File: src/rtl/dacseq_pkg.sv
package dacseq_pkg;

    typedef enum logic [2:0] {
        ST_IDLE,
        ST_LEAD,
        ST_LOW,
        ST_HIGH,
        ST_REST
    } seq_state_e;

    // Interface timing limits of the converter port, in picoseconds
    localparam int unsigned MIN_PHASE_PS  = 13000;
    localparam int unsigned MIN_PERIOD_PS = 33334;
    localparam int unsigned MIN_GAP_PS    = 280000;

endpackage

File: src/rtl/dacseq_halfclk.sv
// Half-period timer of the serial clock: pulses half_done on the last
// cycle of each HALF_DIV-cycle phase while run is held.
module dacseq_halfclk #(
    parameter int unsigned HALF_DIV = 2
) (
    input  logic clk,
    input  logic rst_n,
    input  logic run,
    output logic half_done
);

    localparam int unsigned CW = $clog2(HALF_DIV + 1);

    logic [CW-1:0] cnt;

    assign half_done = run && (cnt == CW'(HALF_DIV - 1));

    always_ff @(posedge clk or negedge rst_n) begin
        if (!rst_n) begin
            cnt <= '0;
        end else if (!run || half_done) begin
            cnt <= '0;
        end else begin
            cnt <= cnt + CW'(1);
        end
    end

endmodule

File: src/rtl/dacseq_gap.sv
// Recovery timer: loaded on the final falling serial-clock edge, counts down.
module dacseq_gap #(
    parameter int unsigned GAP_CYCLES = 28
) (
    input  logic clk,
    input  logic rst_n,
    input  logic load,
    output logic expired
);

    localparam int unsigned CW = $clog2(GAP_CYCLES + 1);

    logic [CW-1:0] remain;

    assign expired = (remain == '0);

    always_ff @(posedge clk or negedge rst_n) begin
        if (!rst_n) begin
            remain <= '0;
        end else if (load) begin
            remain <= CW'(GAP_CYCLES);
        end else if (!expired) begin
            remain <= remain - CW'(1);
        end
    end

endmodule

File: src/rtl/dacseq_shreg.sv
// Frame shift register: word loaded left-justified, zero padded, MSB out.
module dacseq_shreg #(
    parameter int unsigned WORD_W  = 19,
    parameter int unsigned FRAME_W = 24
) (
    input  logic              clk,
    input  logic              rst_n,
    input  logic              load,
    input  logic [WORD_W-1:0] word,
    input  logic              shift,
    output logic              sdata
);

    localparam int unsigned PAD_W = FRAME_W - WORD_W;

    logic [FRAME_W-1:0] sr;
    logic [FRAME_W-1:0] load_val;

    generate
        if (PAD_W > 0) begin : g_pad
            assign load_val = {word, {PAD_W{1'b0}}};
        end else begin : g_nopad
            assign load_val = word;
        end
    endgenerate

    always_ff @(posedge clk or negedge rst_n) begin
        if (!rst_n) begin
            sr <= '0;
        end else if (load) begin
            sr <= load_val;
        end else if (shift) begin
            sr <= {sr[FRAME_W-2:0], 1'b0};
        end
    end

    assign sdata = sr[FRAME_W-1];

endmodule

File: src/rtl/dacseq_master.sv
module dacseq_master
    import dacseq_pkg::*;
#(
    parameter int unsigned CHAN_W        = 5,
    parameter int unsigned CODE_W        = 14,
    parameter int unsigned PAD_FRAME_W   = 24,
    parameter int unsigned SYS_PERIOD_PS = 10000,
    parameter int unsigned HALF_DIV      = 2,
    parameter int unsigned GAP_CYCLES    = 28
) (
    input  logic              clk,
    input  logic              rst_n,
    input  logic              req_valid,
    input  logic [CHAN_W-1:0] req_chan,
    input  logic [CODE_W-1:0] req_code,
    input  logic              pad_mode,
    output logic              req_ready,
    output logic              busy,
    output logic              dac_sync_n,
    output logic              dac_sclk,
    output logic              dac_sdata
);

    localparam int unsigned WORD_W = CHAN_W + CODE_W;
    localparam int unsigned BW     = $clog2(PAD_FRAME_W + 1);

    // Parameter legality against the port timing limits
    generate
        if (HALF_DIV < 1 || HALF_DIV * SYS_PERIOD_PS < MIN_PHASE_PS ||
            2 * HALF_DIV * SYS_PERIOD_PS < MIN_PERIOD_PS) begin : g_bad_div
            $error("dacseq_master: HALF_DIV too small for serial clock limits");
        end
        if (GAP_CYCLES * SYS_PERIOD_PS < MIN_GAP_PS || GAP_CYCLES <= HALF_DIV) begin : g_bad_gap
            $error("dacseq_master: GAP_CYCLES too small for recovery interval");
        end
        if (PAD_FRAME_W < WORD_W) begin : g_bad_pad
            $error("dacseq_master: padded frame shorter than word");
        end
    endgenerate

    seq_state_e state, state_nxt;

    logic          accept;
    logic          half_done;
    logic          gap_expired;
    logic          fall_evt;
    logic          rise_evt;
    logic          end_evt;
    logic          phase_run;
    logic [BW-1:0] bits_left;
    logic          sclk_q;
    logic          sync_q;

    assign accept    = req_valid && (state == ST_IDLE);
    assign phase_run = (state == ST_LEAD) || (state == ST_LOW) || (state == ST_HIGH);
    assign fall_evt  = half_done && ((state == ST_LEAD) || (state == ST_HIGH));
    assign rise_evt  = half_done && (state == ST_LOW) && (bits_left != '0);
    assign end_evt   = half_done && (state == ST_LOW) && (bits_left == '0);

    // Next-state logic
    always_comb begin
        state_nxt = state;
        unique case (state)
            ST_IDLE: if (accept)      state_nxt = ST_LEAD;
            ST_LEAD: if (half_done)   state_nxt = ST_LOW;
            ST_LOW:  if (half_done)   state_nxt = (bits_left == '0) ? ST_REST : ST_HIGH;
            ST_HIGH: if (half_done)   state_nxt = ST_LOW;
            ST_REST: if (gap_expired) state_nxt = ST_IDLE;
            default:                  state_nxt = ST_IDLE;
        endcase
    end

    // State register
    always_ff @(posedge clk or negedge rst_n) begin
        if (!rst_n) begin
            state <= ST_IDLE;
        end else begin
            state <= state_nxt;
        end
    end

    // Remaining falling edges in the frame, set from pad_mode at acceptance
    always_ff @(posedge clk or negedge rst_n) begin
        if (!rst_n) begin
            bits_left <= '0;
        end else if (accept) begin
            bits_left <= pad_mode ? BW'(PAD_FRAME_W) : BW'(WORD_W);
        end else if (fall_evt) begin
            bits_left <= bits_left - BW'(1);
        end
    end

    // Output register: strobe and serial clock
    always_ff @(posedge clk or negedge rst_n) begin
        if (!rst_n) begin
            sclk_q <= 1'b1;
            sync_q <= 1'b1;
        end else begin
            if (accept) begin
                sync_q <= 1'b0;
            end
            if (fall_evt) begin
                sclk_q <= 1'b0;
            end
            if (rise_evt) begin
                sclk_q <= 1'b1;
            end
            if (end_evt) begin
                sclk_q <= 1'b1;
                sync_q <= 1'b1;
            end
        end
    end

    dacseq_halfclk #(
        .HALF_DIV (HALF_DIV)
    ) u_halfclk (
        .clk       (clk),
        .rst_n     (rst_n),
        .run       (phase_run),
        .half_done (half_done)
    );

    dacseq_gap #(
        .GAP_CYCLES (GAP_CYCLES)
    ) u_gap (
        .clk     (clk),
        .rst_n   (rst_n),
        .load    (fall_evt && (bits_left == BW'(1))),
        .expired (gap_expired)
    );

    dacseq_shreg #(
        .WORD_W  (WORD_W),
        .FRAME_W (PAD_FRAME_W)
    ) u_shreg (
        .clk   (clk),
        .rst_n (rst_n),
        .load  (accept),
        .word  ({req_chan, req_code}),
        .shift (rise_evt),
        .sdata (dac_sdata)
    );

    assign req_ready  = (state == ST_IDLE);
    assign busy       = (state != ST_IDLE);
    assign dac_sclk   = sclk_q;
    assign dac_sync_n = sync_q;

endmodule

File: config.mk
export PLATFORM = sky130hd
export DESIGN_NAME = dacseq_master
export DESIGN_NICKNAME = d
export VERILOG_FILES = /design/src/rtl/dacseq_pkg.sv /design/src/rtl/dacseq_halfclk.sv /design/src/rtl/dacseq_gap.sv /design/src/rtl/dacseq_shreg.sv /design/src/rtl/dacseq_master.sv
export SDC_FILE = /design/constraint.sdc
export NUM_CORES = 1
export LEC_CHECK = 0
export BUFFER_PORTS_ARGS = -buffer_cell sky130_fd_sc_hd__buf_2
export CORE_ASPECT_RATIO = 2
export CORE_UTILIZATION = 40
export CTS_CLUSTER_SIZE = 14
export DETAILED_ROUTE_END_ITERATION = 12
export PLACE_DENSITY = 0.7
export SLEW_MARGIN = 10
export SYNTH_ARGS = -nofsm -noshare
export SYNTH_HDL_FRONTEND = slang
export SYNTH_SLANG_ARGS = --single-unit
File: constraint.sdc
create_clock -name clk -period 6.03 [get_ports clk]
set_input_delay 0.9045 -clock clk [delete_from_list [all_inputs] [get_ports clk]]
set_output_delay 0.9045 -clock clk [all_outputs]
set_load 0.02 [all_outputs]
==> results of run 1 <==
-- worst max-delay path: stages, from the launching register on --
cell and delay [ps]:
dfrtp_1 520, nor3_1 270, inv_1 50, buf_2 150
-- through the flow --
| stage | setup WS (ps) | power (W) |
|---|---|---|
| floorplan | 3771 | 0.0007666 |
| CTS | 3825 | 0.001070 |
| finish | 3844 | 0.001056 |
| global route | 3779 | 0.001140 |
| detailed placement | 3837 | 0.0008580 |
| global placement | 3866 | 0.0008441 |
-- worst max path at each step --
stage	startpoint	to	slack (ps)	depth (start not counted)
after floorplan	state[0]	busy	3770	3
after detailed placement	req_valid	bits_left[3]	3840	4
after CTS	state[0]	req_ready	3830	2
after global routing	state[0]	req_ready	3780	2
final	state[0]	busy	3840	3
after global placement	req_valid	bits_left[3]	3870	4
-- synth_stat cells, types with 2 or more instances --
master    count
nand2_1       9
buf_2         3
nor2_1       12
and3_2        7
dfrtp_1      34
nand4b_1      2
xnor2_1       2
nor4_1        2
dfstp_2       2
a221oi_1      3
a21oi_1       2
and3_1        6
clkbuf_1      7
a211oi_1      2
a21o_1        3
or4b_2        2
ha_1          5
o211ai_1      2
nand2b_1      3
o21ai_0       2
buf_6         3
nand3_1       6
nor3_1        4
inv_1        11
and3b_1       2
mux2i_1       2
a221o_1      13
-- cells by family after synthesis --
family	count (synthesis)	share of synthesized area
compound gates	32	0.1556
xor+xnor	3	0.01459
fa+ha+maj	5	0.03472
buf+inv	24	0.06458
flops	36	0.5014
mux	2	0.01111
simple gates	64	0.2181
-- power groups by stage --
stage | registers (W) | logic (W) | clock network [W]
final | 0.000415 | 0.000434 | 0.000207
after global routing | 0.000429 | 0.000488 | 0.000223
after CTS | 0.000414 | 0.000443 | 0.000213
after detailed placement | 0.000417 | 0.000441 | 0
after global placement | 0.000418 | 0.000427 | 0
after floorplan | 0.000403 | 0.000363 | 0
-- registers in the layout, indices dropped and copies added (netlist names) --
name and count:
u_shreg.sr 19, dac_sclk 1, u_gap.remain 5, bits_left 5
u_halfclk.cnt 2, state 3, dac_sync_n 1
-- routing by layer --
layer	vias to the layer above	GRT usage	part of all wire
met5	-	0	0
met3	6	0.03459	0.030
met4	0	0.07912	0.022
li1	649	-	-
met1	668	0.2018	0.43
met2	23	0.2845	0.52
-- layout make-up --
cell class / count / area, µm²
repair buffers: 28 / 142.6
flip-flops and latches: 36 / 903.4
multi-input cells: 106 / 790.8
well taps: 54 / 67.56
clock buffers: 6 / 72.57
clock inverters: 2 / 35.03
fillers: 443 / 2286
inverters: 11 / 41.29
==> flow_summary.ini, run 1 <==
[global_routing]
first_global_vias = 1352
antenna_found_initial = 0
grt_pass1_wl_um = 6265
grt_use_total = 0.1694
grt_max_degree = 37
gr-total-overflow = 0

[power]
p_sw_frac = 0.3716
pwr-share-seq = 0.393
leakagePower_nw = 1.018
p_int_w = 0.0006636
pwr-share-clk = 0.196
combPwrFrac = 0.411
power_per_cell_area_nw_per_um2 = 514.4
ir_drop_mv = 0.2051
p_switching_w = 0.0003924

[routing]
vias = 1346
drtIter0Drc = 24
ant_nets = 0
first_pass_iters = 4
route.detailed.drc = 0
vias_per_cell = 5.539
detail_route.wl_per_cell_um = 15.00
drt-total-wl_um = 3646

[synthesis]
yosysTopAreaCell = dfrtp_1
synthTopCellsByArea = dfrtp_1 (47%), a221o_1 (7.2%), ha_1 (3.5%)
ys_warn_count = 0
synth_top_area_frac = 0.4722
yosysSeqAreaShare = 0.5014
syn-num-nets = 194
postSynthCellCount = 166
yosys_register_bits = 36
synth_edf_count = 0
ys_async_sr_fraction = 1.000
synth_area_per_cell_um2 = 10.85
syn_area_um2 = 1802
ys.flop_type = dfrtp_1
netlist-cell-type-count = 42

[timing]
hold_viol_final = 0
whs_ps = 436.6
setup_viol = 0
slew_viol_final = 0
slew_headroom = 0.4642
tightest_slew_ps = 803.6
clock_skew_ps = 7.135
max_freq_mhz = 457.5
timing.final.crit_share = 0.3625
setup_tns_ps = 0
rsz0062_at_grt = false
fin_crit_ps = 2186

[floorplan]
die_h_um = 96.91
die_x_um = 49.46
dieArea_um2 = 4793
initial_core_util = 0.4152
io_pins = 28
row_count = 34
core_um2 = 4339

[worst_setup_path]
path_class = reg2out
reg2reg_depth = 5
startpoint_type = register
cp-end-kind = primary output
r2r-start = u_halfclk.cnt[1]
worstPathRequired_ps = 5130
r2r-end = u_shreg.sr[8]
ff2ff_setup_slack_ps = 3940
cp_max_fo = 11
cp.arrival_ps = 1280

[final_layout]
stdcell_count = 243
fin_util = 0.4732
final_common_cell = dfrtp_1
area_delta_synth_final_pct = 13.96
drive_gt1_frac = 0.2646
most-common-layout-cells = dfrtp_1 (34), buf_2 (27), a221o_1 (13)
antenna_cells = 0
fin_area_um2 = 2053
final_nets = 216

[worst_hold_path]
hp-class = reg2reg
hold_depth = 1
min_from = u_halfclk.cnt[0]
min_to = u_halfclk.cnt[0]

[clocking]
cts_tree = yes
numClockSinks = 36
clk_pin_slew_worst_paths_ps = 70
cts_buffers = 5
post_cts_resized = 0
post_cts_buffers = 0
ctsHtreeMaxLevel = 2
clk_latency_ps = 290
cts_max_path_buffers = 2
ctsHoldBuffers = 0
root_buffer = clkbuf_8

[placement]
place.gp.congestion = 0.7810
io_buffer_count = 27
dp.cells = 235
hpwl_um = 2477
postPlaceCellArea_um2 = 1946

[outcome]
outcome = completed

[run]
cap_violations = 0
(Power assumes the default switching activity.)
==> run 2: changes to the inputs <==
- clock period: 6.03 -> 2.13 ns (I/O delays scaled with it)
==> run 2 against run 1 <==
  * Clock skew shrank 0.57 ps
  * Critical path depth grew 2
  * Non-clock buffer count grew 6
  * Via count grew 1.5%
  * Clock power grew to 2.9 times the previous value
  * Routed wire length grew 1.8%
  * Sequential cell count is the same
  * Final area grew 2.4%
  * Hold slack lost 330 ps
  * First-iteration DRC count shrank 17%
==> flow_summary.ini, run 2 (synthesis results as in run 1) <==
[outcome]
outcome = completed

[timing]
layout_setup_ws_ps = 201.2
rsz0062_at_grt = false
setup_viol = 0
max_freq_mhz = 518.5
timing.final.crit_share = 0.9055
fin_crit_ps = 1929
clock_skew_ps = 6.566
slew_viol_final = 0
hold_viol_final = 0
setup_tns_ps = 0
tightest_slew_ps = 790.9
slew_headroom = 0.4728

[clocking]
ctsHtreeMaxLevel = 2
cts_tree = yes
numClockSinks = 36
cts_max_path_buffers = 2
cts_buffers = 5
post_cts_resized = 0
clk_pin_slew_worst_paths_ps = 80
post_cts_buffers = 0
ctsHoldBuffers = 0
root_buffer = clkbuf_8
clk_latency_ps = 290

[placement]
hpwl_um = 2702
io_buffer_count = 27
dp_slack_ps = 213.6
place.gp.congestion = 0.7792

[worst_setup_path]
cp.buffers_inverters = 1
path_class = reg2reg
cp.arrival_ps = 2110
cp_max_fo = 18
cpLargestDelayFamily = simple AND/OR/NAND/NOR gates
startpoint_type = register
slowest_stage = or4b_4
worstPathRequired_ps = 2310
cpPeakStageDelay_ps = 570
path_cells = inv_1 -> ha_1 -> or4b_4 -> and2_4 -> a221o_1
cp-end-kind = register

[power]
ir_drop_mv = 0.6042
power_per_cell_area_nw_per_um2 = 1473
leakagePower_nw = 1.045

[routing]
drt-total-wl_um = 3712
detail_route.wl_per_cell_um = 14.91
route.detailed.drc = 0
vias = 1366
drtIter0Drc = 20
ant_nets = 0
first_pass_iters = 2
vias_per_cell = 5.486

[floorplan]
dieArea_um2 = 4793
io_pins = 28
initial_core_util = 0.4152
die_x_um = 49.46
core_um2 = 4339
die_h_um = 96.91
row_count = 34

[final_layout]
final_nets = 222
drive_gt1_frac = 0.2923
multiInputGateArea_um2 = 790.8
largest_register_ff_count = 19
ff_latch_area_um2 = 903.4
final_common_cell = dfrtp_1
most-common-layout-cells = dfrtp_1 (34), buf_2 (27), a221o_1 (13)
reg.largest.list = u_shreg.sr (19), bits_left (5), u_gap.remain (5)
area_delta_synth_final_pct = 16.67
largest-register = u_shreg.sr
nFillCells = 426
antenna_cells = 0

[global_routing]
grt-busiest-layer = met2
grt_max_degree = 37
first_global_vias = 1407
met3_usage = 0.04088
grt_use_total = 0.1777
grt_pass1_wl_um = 6520
use_met1 = 0.1994
gr-total-overflow = 0
use_met2 = 0.3087
antenna_found_initial = 0

[worst_hold_path]
hp-class = in2async

[run]
cap_violations = 0
run 2: cell count changes in the layout (fill, tap and decap cells not counted):
cell,previous run,this run
buf_4,1,7
clkinvlp_4,0,1
clkbuf_1,1,0
run 2: where the power goes:
| part | total (W) | switching (W) | internal, W |
|---|---|---|---|
| Sequential | 0.00117 | 0.000201 | 0.000968 |
| Clock | 0.000596 | 0.000250 | 0.000346 |
| Combinational | 0.00133 | 0.000687 | 0.000644 |
run 2: per-layer routing:
layer	routed length (µm)	vias to the layer above
met1	1522	681
met2	2007	19
met4	75	0
met3	106	6
li1	-	660
met5	0	-
run 2: final timing paths:
path,from,to,slack [ps],cells after the start
max in group asynchronous,rst_n,u_gap.remain[3],1510,1
worst max-delay path,bits_left[0],u_shreg.sr[20],200,5
worst min-delay path,rst_n,u_shreg.sr[13],110,1
worst min register to register,u_halfclk.cnt[0],u_halfclk.cnt[0],460,1
min in group clk,req_chan[3],u_shreg.sr[22],250,3
worst max register to register,bits_left[0],u_shreg.sr[20],200,5
run 2: per-stage QoR:
step / hold WS, ps / util / instances / cell area (µm²) / total power [W]
after floorplan: 23.91 / - / 166 / 1802 / 0.002170
after global placement: 428.1 / 0.4588 / 241 / 1991 / 0.002468
after detailed placement: 443.1 / 0.4588 / 241 / 1991 / 0.002511
after CTS: 131.5 / 0.4844 / 249 / 2102 / 0.003123
after global routing: 164.3 / 0.4844 / 249 / 2102 / 0.003345
final: 107.2 / 0.4844 / 249 / 2102 / 0.003095
run 2: layout make-up:
type,instances,area share
tap,54,0.03214
multi-input combinational,106,0.3762
clock buffer,5,0.03274
timing repair buffer,34,0.08929
clock inverter,3,0.02024
inverter,11,0.01964
sequential,36,0.4298
run 2: worst reg2reg max path, cell delays in order, from the launching register on:
cell and delay, ps:
dfrtp_1 410, inv_1 130, ha_1 160, or4b_4 570, and2_4 210, a221o_1 340
